**src/rtl/rtc_pkg.sv**
```systemverilog
package rtc_pkg;
  localparam int unsigned NUM_TOD = 10;
  localparam int unsigned RATE_W  = 4;
  localparam int unsigned PER_W   = (1 << RATE_W) - 1;
  localparam int unsigned NFLAG   = 3;

  localparam logic [3:0] IX_SEC   = 4'd0;
  localparam logic [3:0] IX_ASEC  = 4'd1;
  localparam logic [3:0] IX_MIN   = 4'd2;
  localparam logic [3:0] IX_AMIN  = 4'd3;
  localparam logic [3:0] IX_HOUR  = 4'd4;
  localparam logic [3:0] IX_AHOUR = 4'd5;
  localparam logic [3:0] IX_WDAY  = 4'd6;
  localparam logic [3:0] IX_MDAY  = 4'd7;
  localparam logic [3:0] IX_MON   = 4'd8;
  localparam logic [3:0] IX_YEAR  = 4'd9;
  localparam logic [3:0] IX_CTLA  = 4'd10;
  localparam logic [3:0] IX_CTLB  = 4'd11;
  localparam logic [3:0] IX_STAT  = 4'd12;
  localparam logic [3:0] IX_VALID = 4'd13;

  // control B bit positions
  localparam int unsigned B_FREEZE = 7;
  localparam int unsigned B_BIN    = 2;
  localparam int unsigned B_H24    = 1;
  localparam int unsigned B_EN_LO  = 4; // enables for update/alarm/periodic at 4..6

  localparam logic [7:0] CTLB_RST  = 8'h02;
  localparam logic [7:0] VALID_VAL = 8'h80;

  // stored byte -> binary value
  function automatic logic [6:0] to_bin(input logic [7:0] v, input logic bin);
    logic [6:0] r;
    if (bin) r = v[6:0];
    else     r = 7'(v[7:4]) * 7'd10 + 7'(v[3:0]);
    return r;
  endfunction

  // binary value -> stored byte
  function automatic logic [7:0] from_bin(input logic [6:0] b, input logic bin);
    logic [6:0] tens;
    logic [6:0] ones;
    logic [7:0] r;
    tens = b / 7'd10;
    ones = b - tens * 7'd10;
    if (bin) r = {1'b0, b};
    else     r = 8'(tens) * 8'd16 + 8'(ones);
    return r;
  endfunction

  function automatic logic [6:0] month_len(input logic [6:0] mon, input logic [6:0] yr);
    logic [6:0] r;
    case (mon)
      7'd2:                    r = (yr[1:0] == 2'b00) ? 7'd29 : 7'd28;
      7'd4, 7'd6, 7'd9, 7'd11: r = 7'd30;
      default:                 r = 7'd31;
    endcase
    return r;
  endfunction

  function automatic logic alarm_eq(input logic [7:0] a, input logic [7:0] v);
    return (a[7:6] == 2'b11) || (a == v);
  endfunction
endpackage

```
**src/rtl/rtc_tick.sv**
```systemverilog
module rtc_tick
  import rtc_pkg::*;
#(
  parameter int unsigned TICK_CYCLES = 200,
  parameter int unsigned UIP_CYCLES  = 8
) (
  input  logic              clk,
  input  logic              rst_n,
  input  logic              hold,
  input  logic [RATE_W-1:0] rate,
  output logic              uip,
  output logic              step,
  output logic              per_pulse
);
  localparam int unsigned CW        = $clog2(TICK_CYCLES);
  localparam logic [CW-1:0] LAST    = CW'(TICK_CYCLES - 1);
  localparam logic [CW-1:0] UIP_BEG = CW'(TICK_CYCLES - UIP_CYCLES);

  logic [CW-1:0]    cnt_q, cnt_d;
  logic [PER_W-1:0] pcnt_q, pcnt_d, per_mask;

  always_comb begin
    if (hold || cnt_q == LAST) cnt_d = '0;
    else                       cnt_d = cnt_q + CW'(1);
    pcnt_d   = pcnt_q + PER_W'(1);
    per_mask = ~({PER_W{1'b1}} << rate);
  end

  assign uip       = (cnt_q >= UIP_BEG);
  assign step      = !hold && (cnt_q == LAST);
  assign per_pulse = (rate != '0) && ((pcnt_q & per_mask) == per_mask);

  always_ff @(posedge clk or negedge rst_n) begin
    if (!rst_n) begin
      cnt_q  <= '0;
      pcnt_q <= '0;
    end else begin
      cnt_q  <= cnt_d;
      pcnt_q <= pcnt_d;
    end
  end

  // a held freeze keeps the update window closed
  assert_no_uip_frozen_R8: assert property (@(posedge clk) disable iff (!rst_n)
    (hold && $past(hold)) |-> !uip);
endmodule

```
**src/rtl/rtc_calendar.sv**
```systemverilog
module rtc_calendar
  import rtc_pkg::*;
(
  input  logic                     clk,
  input  logic                     rst_n,
  input  logic                     wr_en,
  input  logic [3:0]               wr_idx,
  input  logic [7:0]               wr_data,
  input  logic                     step,
  input  logic                     bin_mode,
  input  logic                     h24_mode,
  output logic [NUM_TOD-1:0][7:0]  tod,
  output logic                     alarm_hit
);
  logic [NUM_TOD-1:0][7:0] tod_q, tod_d, adv;
  logic       wr_hit, tod_en, c_min, c_hr, c_day, c_mon, c_yr, pm;
  logic [6:0] s, m, h, h12, wd, md, mo, yr, mlen;
  logic [6:0] ns, nm, nh, nwd, nmd, nmo, nyr, t12;
  logic [7:0] hv;

  always_comb begin
    s   = to_bin(tod_q[IX_SEC],  bin_mode);
    m   = to_bin(tod_q[IX_MIN],  bin_mode);
    wd  = to_bin(tod_q[IX_WDAY], bin_mode);
    md  = to_bin(tod_q[IX_MDAY], bin_mode);
    mo  = to_bin(tod_q[IX_MON],  bin_mode);
    yr  = to_bin(tod_q[IX_YEAR], bin_mode);
    h12 = to_bin({1'b0, tod_q[IX_HOUR][6:0]}, bin_mode);
    if (h24_mode) h = to_bin(tod_q[IX_HOUR], bin_mode);
    else          h = ((h12 == 7'd12) ? 7'd0 : h12) + (tod_q[IX_HOUR][7] ? 7'd12 : 7'd0);

    c_min = (s >= 7'd59);
    ns    = c_min ? 7'd0 : s + 7'd1;
    c_hr  = c_min && (m >= 7'd59);
    nm    = c_min ? ((m >= 7'd59) ? 7'd0 : m + 7'd1) : m;
    c_day = c_hr && (h >= 7'd23);
    nh    = c_hr ? ((h >= 7'd23) ? 7'd0 : h + 7'd1) : h;
    nwd   = c_day ? ((wd >= 7'd7) ? 7'd1 : wd + 7'd1) : wd;
    mlen  = month_len(mo, yr);
    c_mon = c_day && (md >= mlen);
    nmd   = c_day ? ((md >= mlen) ? 7'd1 : md + 7'd1) : md;
    c_yr  = c_mon && (mo >= 7'd12);
    nmo   = c_mon ? ((mo >= 7'd12) ? 7'd1 : mo + 7'd1) : mo;
    nyr   = c_yr ? ((yr >= 7'd99) ? 7'd0 : yr + 7'd1) : yr;

    pm  = (nh >= 7'd12);
    t12 = pm ? nh - 7'd12 : nh;
    if (t12 == 7'd0) t12 = 7'd12;
    hv  = from_bin(t12, bin_mode);

    adv           = tod_q;
    adv[IX_SEC]   = from_bin(ns, bin_mode);
    adv[IX_MIN]   = from_bin(nm, bin_mode);
    adv[IX_HOUR]  = h24_mode ? from_bin(nh, bin_mode) : {pm, hv[6:0]};
    adv[IX_WDAY]  = from_bin(nwd, bin_mode);
    adv[IX_MDAY]  = from_bin(nmd, bin_mode);
    adv[IX_MON]   = from_bin(nmo, bin_mode);
    adv[IX_YEAR]  = from_bin(nyr, bin_mode);

    wr_hit = wr_en && (wr_idx < 4'(NUM_TOD));
    tod_d  = tod_q;
    if (wr_hit) begin
      for (int i = 0; i < NUM_TOD; i++)
        if (wr_idx == 4'(i)) tod_d[i] = wr_data;
    end else if (step) begin
      tod_d = adv;
    end
    tod_en = wr_hit || step;

    alarm_hit = step && !wr_hit
             && alarm_eq(tod_q[IX_ASEC],  adv[IX_SEC])
             && alarm_eq(tod_q[IX_AMIN],  adv[IX_MIN])
             && alarm_eq(tod_q[IX_AHOUR], adv[IX_HOUR]);
  end

  always_ff @(posedge clk or negedge rst_n) begin
    if (!rst_n) begin
      tod_q          <= '0;
      tod_q[IX_WDAY] <= 8'h01;
      tod_q[IX_MDAY] <= 8'h01;
      tod_q[IX_MON]  <= 8'h01;
    end else if (tod_en) begin
      tod_q <= tod_d;
    end
  end

  assign tod = tod_q;
endmodule

```
**src/rtl/rtc_flags.sv**
```systemverilog
module rtc_flags
  import rtc_pkg::*;
(
  input  logic             clk,
  input  logic             rst_n,
  input  logic [NFLAG-1:0] set_vec,  // [0] update, [1] alarm, [2] periodic
  input  logic [NFLAG-1:0] en_vec,
  input  logic             clr,
  output logic [NFLAG-1:0] flags,
  output logic             irqf
);
  logic [NFLAG-1:0] flag_q, flag_d, flag_en;

  for (genvar g = 0; g < NFLAG; g++) begin : g_flag
    always_comb begin
      flag_d[g]  = set_vec[g];
      flag_en[g] = set_vec[g] || clr;
    end
    always_ff @(posedge clk or negedge rst_n) begin
      if (!rst_n)          flag_q[g] <= 1'b0;
      else if (flag_en[g]) flag_q[g] <= flag_d[g];
    end
  end

  assign flags = flag_q;
  assign irqf  = |(flag_q & en_vec);

  // a status read with no new event drops the request
  assert_irq_drop_on_read_R11: assert property (@(posedge clk) disable iff (!rst_n)
    (clr && (set_vec == '0)) |=> !irqf);
  // every advance leaves the update flag set
  assert_update_flag_R11: assert property (@(posedge clk) disable iff (!rst_n)
    set_vec[0] |=> flag_q[0]);
endmodule

```
**src/rtl/rtc_regcore.sv**
```systemverilog
module rtc_regcore
  import rtc_pkg::*;
#(
  parameter int unsigned TICK_CYCLES = 200,
  parameter int unsigned UIP_CYCLES  = 8
) (
  input  logic       clk,
  input  logic       rst_n,
  input  logic       bus_wr,
  input  logic       bus_rd,
  input  logic       port_sel,
  input  logic [7:0] wdata,
  output logic [7:0] rdata,
  output logic       irq
);
  logic rst_meta_q, rst_sync_q;
  always_ff @(posedge clk or negedge rst_n) begin
    if (!rst_n) begin
      rst_meta_q <= 1'b0;
      rst_sync_q <= 1'b0;
    end else begin
      rst_meta_q <= 1'b1;
      rst_sync_q <= rst_meta_q;
    end
  end

  logic [3:0] idx_q, idx_d;
  logic [6:0] ctla_q, ctla_d;
  logic [7:0] ctlb_q, ctlb_d;
  logic idx_we, data_we, ctla_en, ctlb_en, stat_rd;
  logic uip, step, per_pulse, alarm_hit, irqf;
  logic [NUM_TOD-1:0][7:0] tod;
  logic [NFLAG-1:0] flags;

  always_comb begin
    idx_we  = bus_wr && !port_sel;
    data_we = bus_wr && port_sel;
    idx_d   = wdata[3:0];
    ctla_en = data_we && (idx_q == IX_CTLA);
    ctlb_en = data_we && (idx_q == IX_CTLB);
    ctla_d  = wdata[6:0];
    ctlb_d  = wdata;
    stat_rd = bus_rd && port_sel && (idx_q == IX_STAT);
  end

  always_ff @(posedge clk or negedge rst_sync_q) begin
    if (!rst_sync_q) begin
      idx_q  <= '0;
      ctla_q <= '0;
      ctlb_q <= CTLB_RST;
    end else begin
      if (idx_we)  idx_q  <= idx_d;
      if (ctla_en) ctla_q <= ctla_d;
      if (ctlb_en) ctlb_q <= ctlb_d;
    end
  end

  rtc_tick #(.TICK_CYCLES(TICK_CYCLES), .UIP_CYCLES(UIP_CYCLES)) u_tick (
    .clk(clk), .rst_n(rst_sync_q), .hold(ctlb_q[B_FREEZE]),
    .rate(ctla_q[RATE_W-1:0]), .uip(uip), .step(step), .per_pulse(per_pulse));

  rtc_calendar u_cal (
    .clk(clk), .rst_n(rst_sync_q), .wr_en(data_we), .wr_idx(idx_q), .wr_data(wdata),
    .step(step), .bin_mode(ctlb_q[B_BIN]), .h24_mode(ctlb_q[B_H24]),
    .tod(tod), .alarm_hit(alarm_hit));

  rtc_flags u_flags (
    .clk(clk), .rst_n(rst_sync_q), .set_vec({per_pulse, alarm_hit, step}),
    .en_vec(ctlb_q[B_EN_LO +: NFLAG]), .clr(stat_rd), .flags(flags), .irqf(irqf));

  always_comb begin
    rdata = 8'h00;
    if (!port_sel) begin
      rdata = {4'h0, idx_q};
    end else begin
      for (int i = 0; i < NUM_TOD; i++)
        if (idx_q == 4'(i)) rdata = tod[i];
      case (idx_q)
        IX_CTLA:  rdata = {uip, ctla_q};
        IX_CTLB:  rdata = ctlb_q;
        IX_STAT:  rdata = {irqf, flags, 4'h0};
        IX_VALID: rdata = VALID_VAL;
        default:  ;
      endcase
    end
  end

  assign irq = irqf;

  // no time byte moves inside the update window unless the bus wrote it
  assert_tod_stable_in_uip_R9: assert property (@(posedge clk) disable iff (!rst_sync_q)
    (uip && $past(uip) && !$past(data_we)) |-> $stable(tod));
  // with rate zero the periodic flag never appears
  assert_no_pf_rate0_R12: assert property (@(posedge clk) disable iff (!rst_sync_q)
    ((ctla_q[RATE_W-1:0] == '0) && !flags[2]) |=> !flags[2]);
endmodule

```
**config.mk**
```make
export PLATFORM = sky130hd
export DESIGN_NAME = rtc_regcore
export DESIGN_NICKNAME = d
export VERILOG_FILES = /design/src/rtl/rtc_pkg.sv /design/src/rtl/rtc_tick.sv /design/src/rtl/rtc_calendar.sv /design/src/rtl/rtc_flags.sv /design/src/rtl/rtc_regcore.sv
export SDC_FILE = /design/constraint.sdc
export NUM_CORES = 1
export LEC_CHECK = 0
export BUFFER_PORTS_ARGS = -buffer_cell sky130_fd_sc_hd__buf_4
export CELL_PAD_IN_SITES_DETAIL_PLACEMENT = 0
export CELL_PAD_IN_SITES_GLOBAL_PLACEMENT = 1
export CORE_MARGIN = 3
export CORE_UTILIZATION = 46
export CTS_CLUSTER_SIZE = 30
export DETAILED_ROUTE_END_ITERATION = 7
export GPL_ROUTABILITY_DRIVEN = 0
export PLACE_DENSITY_LB_ADDON = 0.1
export RECOVER_POWER = 50
export SLEW_MARGIN = 20
export SYNTH_ARGS = -nofsm -noshare
export SYNTH_HDL_FRONTEND = slang
export SYNTH_HIERARCHICAL = 1
export SYNTH_SLANG_ARGS = --single-unit
```
**constraint.sdc**
```tcl
create_clock -name clk -period 4.05 [get_ports clk]
set_clock_uncertainty 0.05 [all_clocks]
set_input_delay 0.81 -clock clk [delete_from_list [all_inputs] [get_ports clk]]
set_output_delay 0.81 -clock clk [all_outputs]
set_load 0.01 [all_outputs]
```
[Yosys cells after proc, flatten, opt, wreduce, memory -nomap -nowiden]
Index checks and enable logic that the tools add are counted.
Storage, ports and cells
  register bits after elaboration: 127
  output and inout bits: 9
Cells by class
  add/sub/neg operators: 35
  multiply operators: 16
  divide/modulo/power cells: 8
  magnitude comparators: 10
  equal/unequal tests: 34
  shift operators: 1
  multiplexer cells: 62
  bitwise logic cells: 3
  reduce and logical (&&, ||, !) cells: 45
Operators with widths (count)
  $mux 8: 30
  $mux 7: 26
  $mux 80: 2
  $add 7x4->7: 8
  $add 8x7->8: 7
  $div 7x4->7 const B: 8
  $mul 7x3->6 const B: 8
  $sub 7x7->7: 8
  $add 7x1->7 const B: 7
  $mul 4x3->6 const B: 7
  $pmux 8 s4: 1
  $reduce_and 3->1: 10
  $eq 4x4->1 const B: 6
  $eq 8x8->1: 3
  $eq 7x4->1 const B: 3
  $logic_and 1x1->1: 17
  $eq 4x3->1 const B: 4
  $add 15x1->15 const B: 1
  $and 15x15->15: 1
  $eq 15x15->1: 1
  $not 15->15: 1
  $shl 15x4->15 const A: 1
  $add 7x7->7: 2
  $eq 7x3->1 const B: 2
  other kinds (30): 50

[Depth between registers and ports, before layout]
Gate-level depths: netlist of run 1.
  depth in word-level cells: 24
  depth in mapped cells: 69

[Cells and area by module]
The synthesis of run 1 kept the hierarchy.
By module, submodules not included
  rtc_calendar: times used 1, cells an instance 1598, area each 13011.2 sq um, sequential area each 2005.7 sq um
  rtc_regcore: times used 1, cells an instance 222, area each 2038.2 sq um, sequential area each 526.8 sq um
  rtc_tick: times used 1, cells an instance 112, area each 1149.9 sq um, sequential area each 575.6 sq um
  rtc_flags: times used 1, cells an instance 9, area each 116.4 sq um, sequential area each 75.1 sq um

[Least setup slack after synthesis of run 1]
No wires, ideal clock.
  kind: reg2reg
  from: register ctlb_q[2]
  to: register u_flags.flag_q[1] (netlist: u_flags/flags[1])
  setup time: 0.064 ns
  arrival time: 12.840 ns
  data required time: 3.936 ns
  slack: -8.903 ns
  cell stages (with the launch flop): 67
  buffers on the path: 12
  cell sequence: dfrtp_1 > buf_6 > buf_6 > buf_4 > buf_6 > buf_2 > buf_2 > buf_1 > clkbuf_1 > clkbuf_1 > clkbuf_1 > o21ai_0 > nand4_1 > a2111oi_0 > nor2_1 > ha_1 > fa_1 > or2_2 > [... 31 more ...] > a31oi_1 > a311oi_1 > a31oi_1 > a2bb2oi_1 > ha_1 > ha_1 > inv_1 > fa_1 > fa_1 > ha_1 > xor2_1 > mux4_2 > xor2_1 > nand4_1 > nor3_2 > or3b_1 > a31oi_1 > a21o_1
On the way
  word-level cells in the longest chain between the ends: 22
Ends and longest elaborated chain
  start: declaration: line rtc_regcore.sv:29  | logic [7:0] ctlb_q, ctlb_d;
  start signal: assignment: line rtc_regcore.sv:54  | if (ctlb_en) ctlb_q <= ctlb_d;
  $mux 7: line rtc_pkg.sv:34  | if (bin) r = v[6:0];
  $eq 7x4->1: line rtc_calendar.sv:30  | else h = ((h12 == 7'd12) ? 7'd0 : h12) + (tod_q[IX_HOUR][7] ? 7'd12 : 7'd0);
  $mux 7: line rtc_calendar.sv:30
  $add 7x7->7: line rtc_calendar.sv:30
  $mux 7: line rtc_calendar.sv:29  | if (h24_mode) h = to_bin(tod_q[IX_HOUR], bin_mode);
  $add 7x1->7 / $ge 7x5->1 (equally long branches): line rtc_calendar.sv:37  | nh = c_hr ? ((h >= 7'd23) ? 7'd0 : h + 7'd1) : h;
  $mux 7 (2 in a row): line rtc_calendar.sv:37
  $sub 7x4->7 / $ge 7x4->1 (equally long branches): line rtc_calendar.sv:47, rtc_calendar.sv:46
  [... 6 more ...]
  $add 7x7->7: line rtc_pkg.sv:47  | else r = 8'(tens) * 8'd16 + 8'(ones);
  $mux 7: line rtc_pkg.sv:46  | if (bin) r = {1'b0, b};
  $mux 8: line rtc_calendar.sv:54  | adv[IX_HOUR] = h24_mode ? from_bin(nh, bin_mode) : {pm, hv[6:0]};
  $eq 8x8->1: line rtc_pkg.sv:62  | return (a[7:6] == 2'b11) || (a == v);
  $logic_or 1x1->1: line rtc_pkg.sv:62
  $logic_and 1x1->1 *: line rtc_calendar.sv:73  | && alarm_eq(tod_q[IX_AHOUR], adv[IX_HOUR]);
  via alarm_hit: line rtc_regcore.sv:31  | logic uip, step, per_pulse, alarm_hit, irqf;
  $logic_or 1x1->1: line rtc_flags.sv:17  | flag_en[g] = set_vec[g] || clr;
  end signal: indexed assignment: line rtc_flags.sv:21  | else if (flag_en[g]) flag_q[g] <= flag_d[g];
  end: declaration: line rtc_flags.sv:12  | logic [NFLAG-1:0] flag_q, flag_d, flag_en;
The timed path passes the listed nets; every way through them passes the cells marked *.
A chain may end at the register's enable or synchronous reset.

[Final worst setup path of run 1]
  from: register u_cal.tod_q (netlist bit u_cal/tod[36])
  to: register u_flags.flag_q[1] (netlist: u_flags/flags[1])
On the way
  word-level cells in the longest chain between the ends: 24
Ends and longest elaborated chain
  start: declaration: line rtc_calendar.sv:15  | logic [NUM_TOD-1:0][7:0] tod_q, tod_d, adv;
  start signal: assignment: line rtc_calendar.sv:83  | tod_q <= tod_d;
  $mul 3x3->6: line rtc_pkg.sv:35  | else r = 7'(v[7:4]) * 7'd10 + 7'(v[3:0]);
  $add 7x4->7: line rtc_pkg.sv:35
  $mux 7: line rtc_pkg.sv:34
  $eq 7x4->1: line rtc_calendar.sv:30
  $mux 7: line rtc_calendar.sv:30
  $add 7x7->7: line rtc_calendar.sv:30
  $mux 7 *: line rtc_calendar.sv:29
  $add 7x1->7 / $ge 7x5->1 (equally long branches): line rtc_calendar.sv:37
  [... 9 more ...]
  $add 7x7->7: line rtc_pkg.sv:47
  $mux 7: line rtc_pkg.sv:46
  $mux 8 *: line rtc_calendar.sv:54
  $eq 8x8->1 *: line rtc_pkg.sv:62
  $logic_or 1x1->1 *: line rtc_pkg.sv:62
  $logic_and 1x1->1 *: line rtc_calendar.sv:73
  via alarm_hit: line rtc_regcore.sv:31
  $logic_or 1x1->1: line rtc_flags.sv:17
Marked as above.

==> results.py, run 1 <==
metrics = {
    "global_route": {
        "use_met3_pct": 4.403,
        "grt_pass1_vias": 17350,
        "use_met2_pct": 50.83,
        "grt_pass1_wl_um": 92760,
        "grt_use_total_pct": 29.76,
        "top_usage_layer": "met2",
        "grt_use_met1_pct": 40.58,
        "grt_max_degree": 78,
        "grt_antenna_before_repair": 0,
        "grt_overflow": 0,
    },
    "setup_path": {
        "critPathRequiredTime_ns": 4.37,
        "worstSetupStartpointType": "flop",
        "crit_type": "reg2reg",
        "crit_top_cell": "ha_4",
        "max_stage_delay_ns": 0.55,
        "endpoint_kind": "flop",
        "critPathMaxFanout": 5,
        "cpLargestDelayFamily": "adder cells",
        "cp_data_arrival_time_ns": 11.52,
        "path_buf_inv": 5,
        "slowest_stage": "fa_1",
    },
    "synth": {
        "synth_top_family_by_area": "compound AO/OA/AOI/OAI gates",
        "synth_xor_xnor_area_share_pct": 7.722,
        "synth_seq_cells": 127,
        "synthMuxAreaShare_pct": 8.926,
        "yosysWarningCount": 6,
        "synth_seq_area_share_pct": 19.51,
        "ys_async_sr_fraction_pct": 100.0,
        "synth_area_leaders": "dfrtp_1, ha_1, mux2_2",
        "synth.top_cell.area_share_pct": 18.87,
        "synthCells": 1941,
        "synthSimpleGateAreaFrac_pct": 16.67,
        "synth_nets": 2157,
        "synth_top_cell_by_area": "dfrtp_1",
        "syn_area_per_cell_um2": 8.406,
        "synth-main-ff-cell": "dfrtp_1",
        "synth_compound_area_share_pct": 23.86,
        "synth_edf_count": 0,
        "synthDistinctLibCells": 121,
        "syn_area_mm2": 0.01632,
        "synth-adder-area-share_pct": 17.59,
    },
    "clock_network": {
        "postCtsHoldBufs": 0,
        "root_buffer": "clkbuf_16",
        "cts_sinks": 127,
        "clk-insertion-delay-late_ns": 0.43,
        "cts_made_buffers": 17,
        "cts_max_path_buffers": 2,
        "cts_tree": "built",
        "clk_pin_slew_ns": 0.06,
        "cts_max_level": 4,
    },
    "place": {
        "post_dp_cell_area_mm2": 0.02115,
        "dp_hpwl_um": 43640,
        "port-buffer-count": 21,
    },
    "timing": {
        "fin_ws_ns": -7.150,
        "tightest_slew_ns": 2.272,
        "rsz0062_at_grt": "yes",
        "setup_viol": 55,
        "fin_hold_ws_ns": 0.1149,
        "clock.fmax_ghz": 0.08929,
        "relSlewSlack_pct": -51.44,
        "finalHoldViolations": 0,
        "post-route-period-util_pct": 276.5,
        "fin_crit_ns": 11.20,
        "drv_slew": 50,
    },
    "status": {
        "violations": "capacitance limit, slew limit, setup timing",
        "status": "complete, but fails checks",
    },
    "die": {
        "io_pins": 22,
        "row_count": 68,
        "dieArea_mm2": 0.03776,
        "die_w_um": 194.3,
        "die_h_um": 194.3,
        "core_mm2": 0.03471,
        "start_util_pct": 47.00,
    },
    "cells_and_area": {
        "final_area_mm2": 0.02383,
        "drive_gt1_share_pct": 42.97,
        "n_antenna_cell": 0,
        "most-common-layout-cells": "buf_4, nand2_1, nor2_1, a21oi_1, dfrtp_1",
        "syn2layout_area_growth_pct": 46.03,
        "final_net_count": 2728,
        "final_common_cell": "buf_4",
    },
    "drt": {
        "dr.first_iter.drc_count": 1233,
        "vias": 17270,
        "wire_per_inst_um": 19.57,
        "first_pass_iters": 8,
        "viasPerCell": 5.796,
        "drc": 0,
        "drt_wl_total_um": 58320,
        "final_antenna_net_count": 0,
    },
    "hold_path": {
        "hp-class": "in2async",
    },
    "run": {
        "cap_viol_max_count": 1,
    },
}
## per-stage QoR
step	std cells	setup WS (ns)	utilization, %	setup TNS, ns
after global placement	2850	-6.971	60.91	-213.46
after floorplan	1941	-7.342	-	-199.00
final	2980	-7.150	68.63	-209.39
after CTS	2948	-7.072	66.63	-210.89
after detailed placement	2850	-7.374	60.91	-223.47
after global routing	2980	-7.673	68.63	-227.53
## cells in the mapped netlist (all sizes together), types with 18 or more instances
cell type	instances
a211oi	18
a21o	44
a21oi	162
a31oi	29
and3	20
buf	40
clkbuf	39
dfrtp	123
fa	40
ha	163
inv	133
mux2	78
mux2i	34
nand2	177
nand2b	29
nand3	51
nor2	159
nor2b	22
nor3	23
o21ai	116
o31ai	22
xnor2	86
xor2	57
## flip-flops by register name, indices dropped and copies added, names as in the netlist
register and flops:
idx_q 4, ctla_q 7, u_cal/tod 80, u_tick/cnt_q 8, ctlb_q 8, rst_meta_q 1
u_tick/pcnt_q 15, rst_sync_q 1, u_flags/flags 3
## cell families (layout without fill, tap and decap cells)
| kind of cell | count (synthesis) | in the layout |
|---|---|---|
| adders and majority gates | 206 | 206 |
| buffers and inverters | 214 | 798 |
| AOI/OAI and AO/OA | 567 | 567 |
| muxes | 121 | 121 |
| other | 2 | 2 |
| DFF | 127 | 127 |
| xor gates and xnor gates | 143 | 143 |
| and+or+nand+nor | 561 | 561 |
## what timing repair did
| item | 4_1_cts | 5_1_grt |
|---|---|---|
| setup buffers | 68 | 40 |
| resized for setup | 195 | 87 |
| gates cloned | 0 | 2 |
| pin swaps | 114 | 110 |
| setup endpoints to repair | 55 | 55 |
## final timing paths
path / start / end / slack (ns) / cells past startpoint
worst max-delay path: u_cal/tod[36]$_DFFE_PN0P_ / u_flags/flags[1]$_DFFE_PN0P_ / -7.15 / 55
worst min-delay path: rst_n / rst_meta_q$_DFF_PN0_ / 0.11 / 1
worst max register to register: u_cal/tod[36]$_DFFE_PN0P_ / u_flags/flags[1]$_DFFE_PN0P_ / -7.15 / 55
worst min register to register: rst_meta_q$_DFF_PN0_ / rst_sync_q$_DFF_PN0_ / 0.32 / 0
max in group asynchronous: rst_sync_q$_DFF_PN0_ / u_cal/tod[78]$_DFFE_PN0P_ / 0.83 / 1
min in group clk: rst_meta_q$_DFF_PN0_ / rst_sync_q$_DFF_PN0_ / 0.32 / 0
## routing by layer
layer | wire length (um) | part of all wire, %
met1 | 25290 | 43
met2 | 28300 | 49
met3 | 3618 | 6.2
met4 | 1116 | 1.9
met5 | 0 | 0
## final cells by class
type | instances | area [um2]
repair buffers | 631 | 4932
multi-input cells | 1600 | 14030
inverters | 135 | 509.2
fillers | 2750 | 10890
well taps | 455 | 569.3
clock buffers | 19 | 442.9
flip-flops and latches | 127 | 3187
clock inverters | 13 | 151.4
Power of run 1 is left out: the tool's default activity adds up to more than one toggle a clock period on the data nets, which glitch-free logic cannot reach.
==> run 2: changes to the inputs <==
ABC_AREA = 1   (was not set)
CORE_UTILIZATION = 48   (was 46)
clock period = 12.1 ns   (was 4.05 ns; I/O delays follow)
==> results.py, run 2 <==
metrics = {
    "synth": {
        "synth_top_cell_by_area": "dfrtp_1",
        "ys_async_sr_fraction_pct": 100.0,
        "synth-main-ff-cell": "dfrtp_1",
        "syn_area_per_cell_um2": 6.656,
        "synth_edf_count": 0,
        "synth_seq_cells": 127,
        "synthCells": 2397,
        "yosysMostFrequentCell": "nand2_1",
        "synth_commonest_cells": "nand2_1, inv_1, nor2_1",
        "synth_nets": 2613,
        "syn_area_mm2": 0.01596,
        "yosysWarningCount": 6,
        "synth_area_leaders": "dfrtp_1, nand2_1, ha_1",
        "synthDistinctLibCells": 68,
        "synth.top_cell.area_share_pct": 19.29,
        "synth_seq_area_share_pct": 19.95,
    },
    "setup_path": {
        "worstSetupStartpointType": "flop",
        "critPathRequiredTime_ns": 12.38,
        "cp_data_arrival_time_ns": 11.20,
        "rrSetupSlack_ns": 1.19,
        "crit_type": "reg2reg",
        "max_stage_delay_ns": 0.47,
        "slowest_stage": "fa_1",
        "path_buf_inv": 11,
        "cpLargestDelayFamily": "simple AND/OR/NAND/NOR gates",
        "endpoint_kind": "flop",
        "crit_top_cell": "ha_1",
        "critPathMaxFanout": 11,
    },
    "clock_network": {
        "root_buffer": "clkbuf_16",
        "postCtsResizedCells": 0,
        "cts_max_path_buffers": 2,
        "cts_made_buffers": 17,
        "postCtsHoldBufs": 0,
        "clk_pin_slew_ns": 0.06,
        "cts_sinks": 127,
        "cts_max_level": 4,
        "cts_tree": "built",
        "post-cts-setup-buffers": 0,
        "clk-insertion-delay-late_ns": 0.42,
    },
    "timing": {
        "rsz0062_at_grt": "no",
        "tightest_slew_ns": 2.978,
        "fin_crit_ns": 10.91,
        "relSlewSlack_pct": -98.55,
        "clock.fmax_ghz": 0.09164,
        "drv_slew": 128,
        "setup_viol": 0,
        "post-route-period-util_pct": 90.19,
        "setup_tns_ns": 0,
        "finalHoldViolations": 0,
        "fin_hold_ws_ns": 0.3073,
    },
    "global_route": {
        "grt_overflow": 0,
        "grt_use_total_pct": 26.24,
        "grt_antenna_before_repair": 0,
        "grt_pass1_wl_um": 75810,
        "grt_max_degree": 72,
        "grt_pass1_vias": 14590,
    },
    "drt": {
        "wire_per_inst_um": 16.13,
        "vias": 15210,
        "final_antenna_net_count": 0,
        "first_pass_iters": 5,
        "drc": 0,
        "dr.first_iter.drc_count": 1278,
        "viasPerCell": 5.329,
        "drt_wl_total_um": 46060,
    },
    "die": {
        "die_w_um": 188.3,
        "dieArea_mm2": 0.03546,
        "die_h_um": 188.3,
        "row_count": 66,
        "core_mm2": 0.03262,
        "io_pins": 22,
        "start_util_pct": 48.91,
    },
    "cells_and_area": {
        "final_common_cell": "nand2_1",
        "drive_gt1_share_pct": 8.744,
        "n_antenna_cell": 0,
        "final_net_count": 2616,
        "syn2layout_area_growth_pct": 6.870,
        "most-common-layout-cells": "nand2_1, inv_1, nor2_1, nand3_1, ha_1",
        "largest_reg_flops": 80,
    },
    "hold_path": {
        "hp-class": "reg2reg",
    },
    "place": {
        "port-buffer-count": 21,
        "dp_hpwl_um": 36760,
    },
    "run": {
        "cap_viol_max_count": 2,
    },
    "status": {
        "status": "complete, but fails checks",
        "violations": "capacitance limit, slew limit",
    },
}
==> run 2: changes by cell type after synthesis, moves of 32 or more <==
| cell | before | now |
|---|---|---|
| nand2_1 | 177 | 608 |
| xnor2_1 | 85 | 34 |
| nand3_1 | 49 | 172 |
| nor2_1 | 153 | 204 |
| inv_1 | 130 | 340 |
| mux2i_1 | 33 | 0 |
| a21o_1 | 42 | 5 |
| a21oi_1 | 158 | 104 |
| nand2_2 | 0 | 32 |
| mux2_2 | 77 | 1 |
==> run 2: layout make-up <==
class | count | area, um2
Fill cell | 3357 | 15570
Clock inverter | 13 | 166.4
Sequential cell | 127 | 3184
Multi-Input combinational cell | 1843 | 11050
Timing Repair Buffer | 32 | 232.7
Tap cell | 442 | 553.0
Inverter | 379 | 1431
Clock buffer | 19 | 432.9
==> run 2: path summary, 6_finish.rpt <==
kind                                      startpoint                           end  cells after the start
max                        u_cal/tod[38]$_DFFE_PN0P_  u_flags/flags[1]$_DFFE_PN0P_                     66
min                             rst_meta_q$_DFF_PN0_          rst_sync_q$_DFF_PN0_                      0
max reg2reg                u_cal/tod[38]$_DFFE_PN0P_  u_flags/flags[1]$_DFFE_PN0P_                     66
min reg2reg                     rst_meta_q$_DFF_PN0_          rst_sync_q$_DFF_PN0_                      0
max in group asynchronous       rst_sync_q$_DFF_PN0_         ctlb_q[2]$_DFFE_PN0P_                      1
min in group asynchronous       rst_sync_q$_DFF_PN0_         ctlb_q[5]$_DFFE_PN0P_                      0
==> run 2: per-layer routing <==
| metal | global-route usage, % | wire length, um | up-vias |
|---|---|---|---|
| li1 | - | - | 7767 |
| met4 | 6.617 | 1018 | 0 |
| met2 | 42.22 | 20550 | 330 |
| met1 | 37.35 | 22300 | 7060 |
| met3 | 3.628 | 2187 | 56 |
| met5 | 0 | 0 | - |
==> run 2: logic make-up (layout without fill, tap and decap cells) <==
logic type	count (synthesis)	count (layout)	share of synthesized area, %
DFF	127	127	19.95
buffers and inverters	427	443	10.65
muxes	2	2	0.1411
adders and majority gates	203	203	17.80
other	2	2	0.04707
xor gates and xnor gates	96	96	5.364
and+or+nand+nor	1158	1158	32.10
AOI/OAI and AO/OA	382	382	13.95
==> run 2: metrics by stage <==
stage               area (um2)  cells  setup WS, ns  utilization (%)
floorplan                15960   2397         2.452                -
global placement         16490   2823         1.579            50.54
detailed placement       16490   2823         1.202            50.54
CTS                      17090   2855         1.164            52.38
global route             17050   2855       0.07622            52.27
finish                   17050   2855         1.188            52.27
==> run 2: worst register-to-register path, delay by kind of cell (launching register included) <==
family | cells | cell delay (ns)
flops | 1 | 0.46
buf+inv | 11 | 0.83
simple gates | 32 | 4.11
fa+ha+maj | 14 | 4.02
xor+xnor | 2 | 0.33
compound gates | 7 | 1.02
Power of run 2 is left out for the same reason.
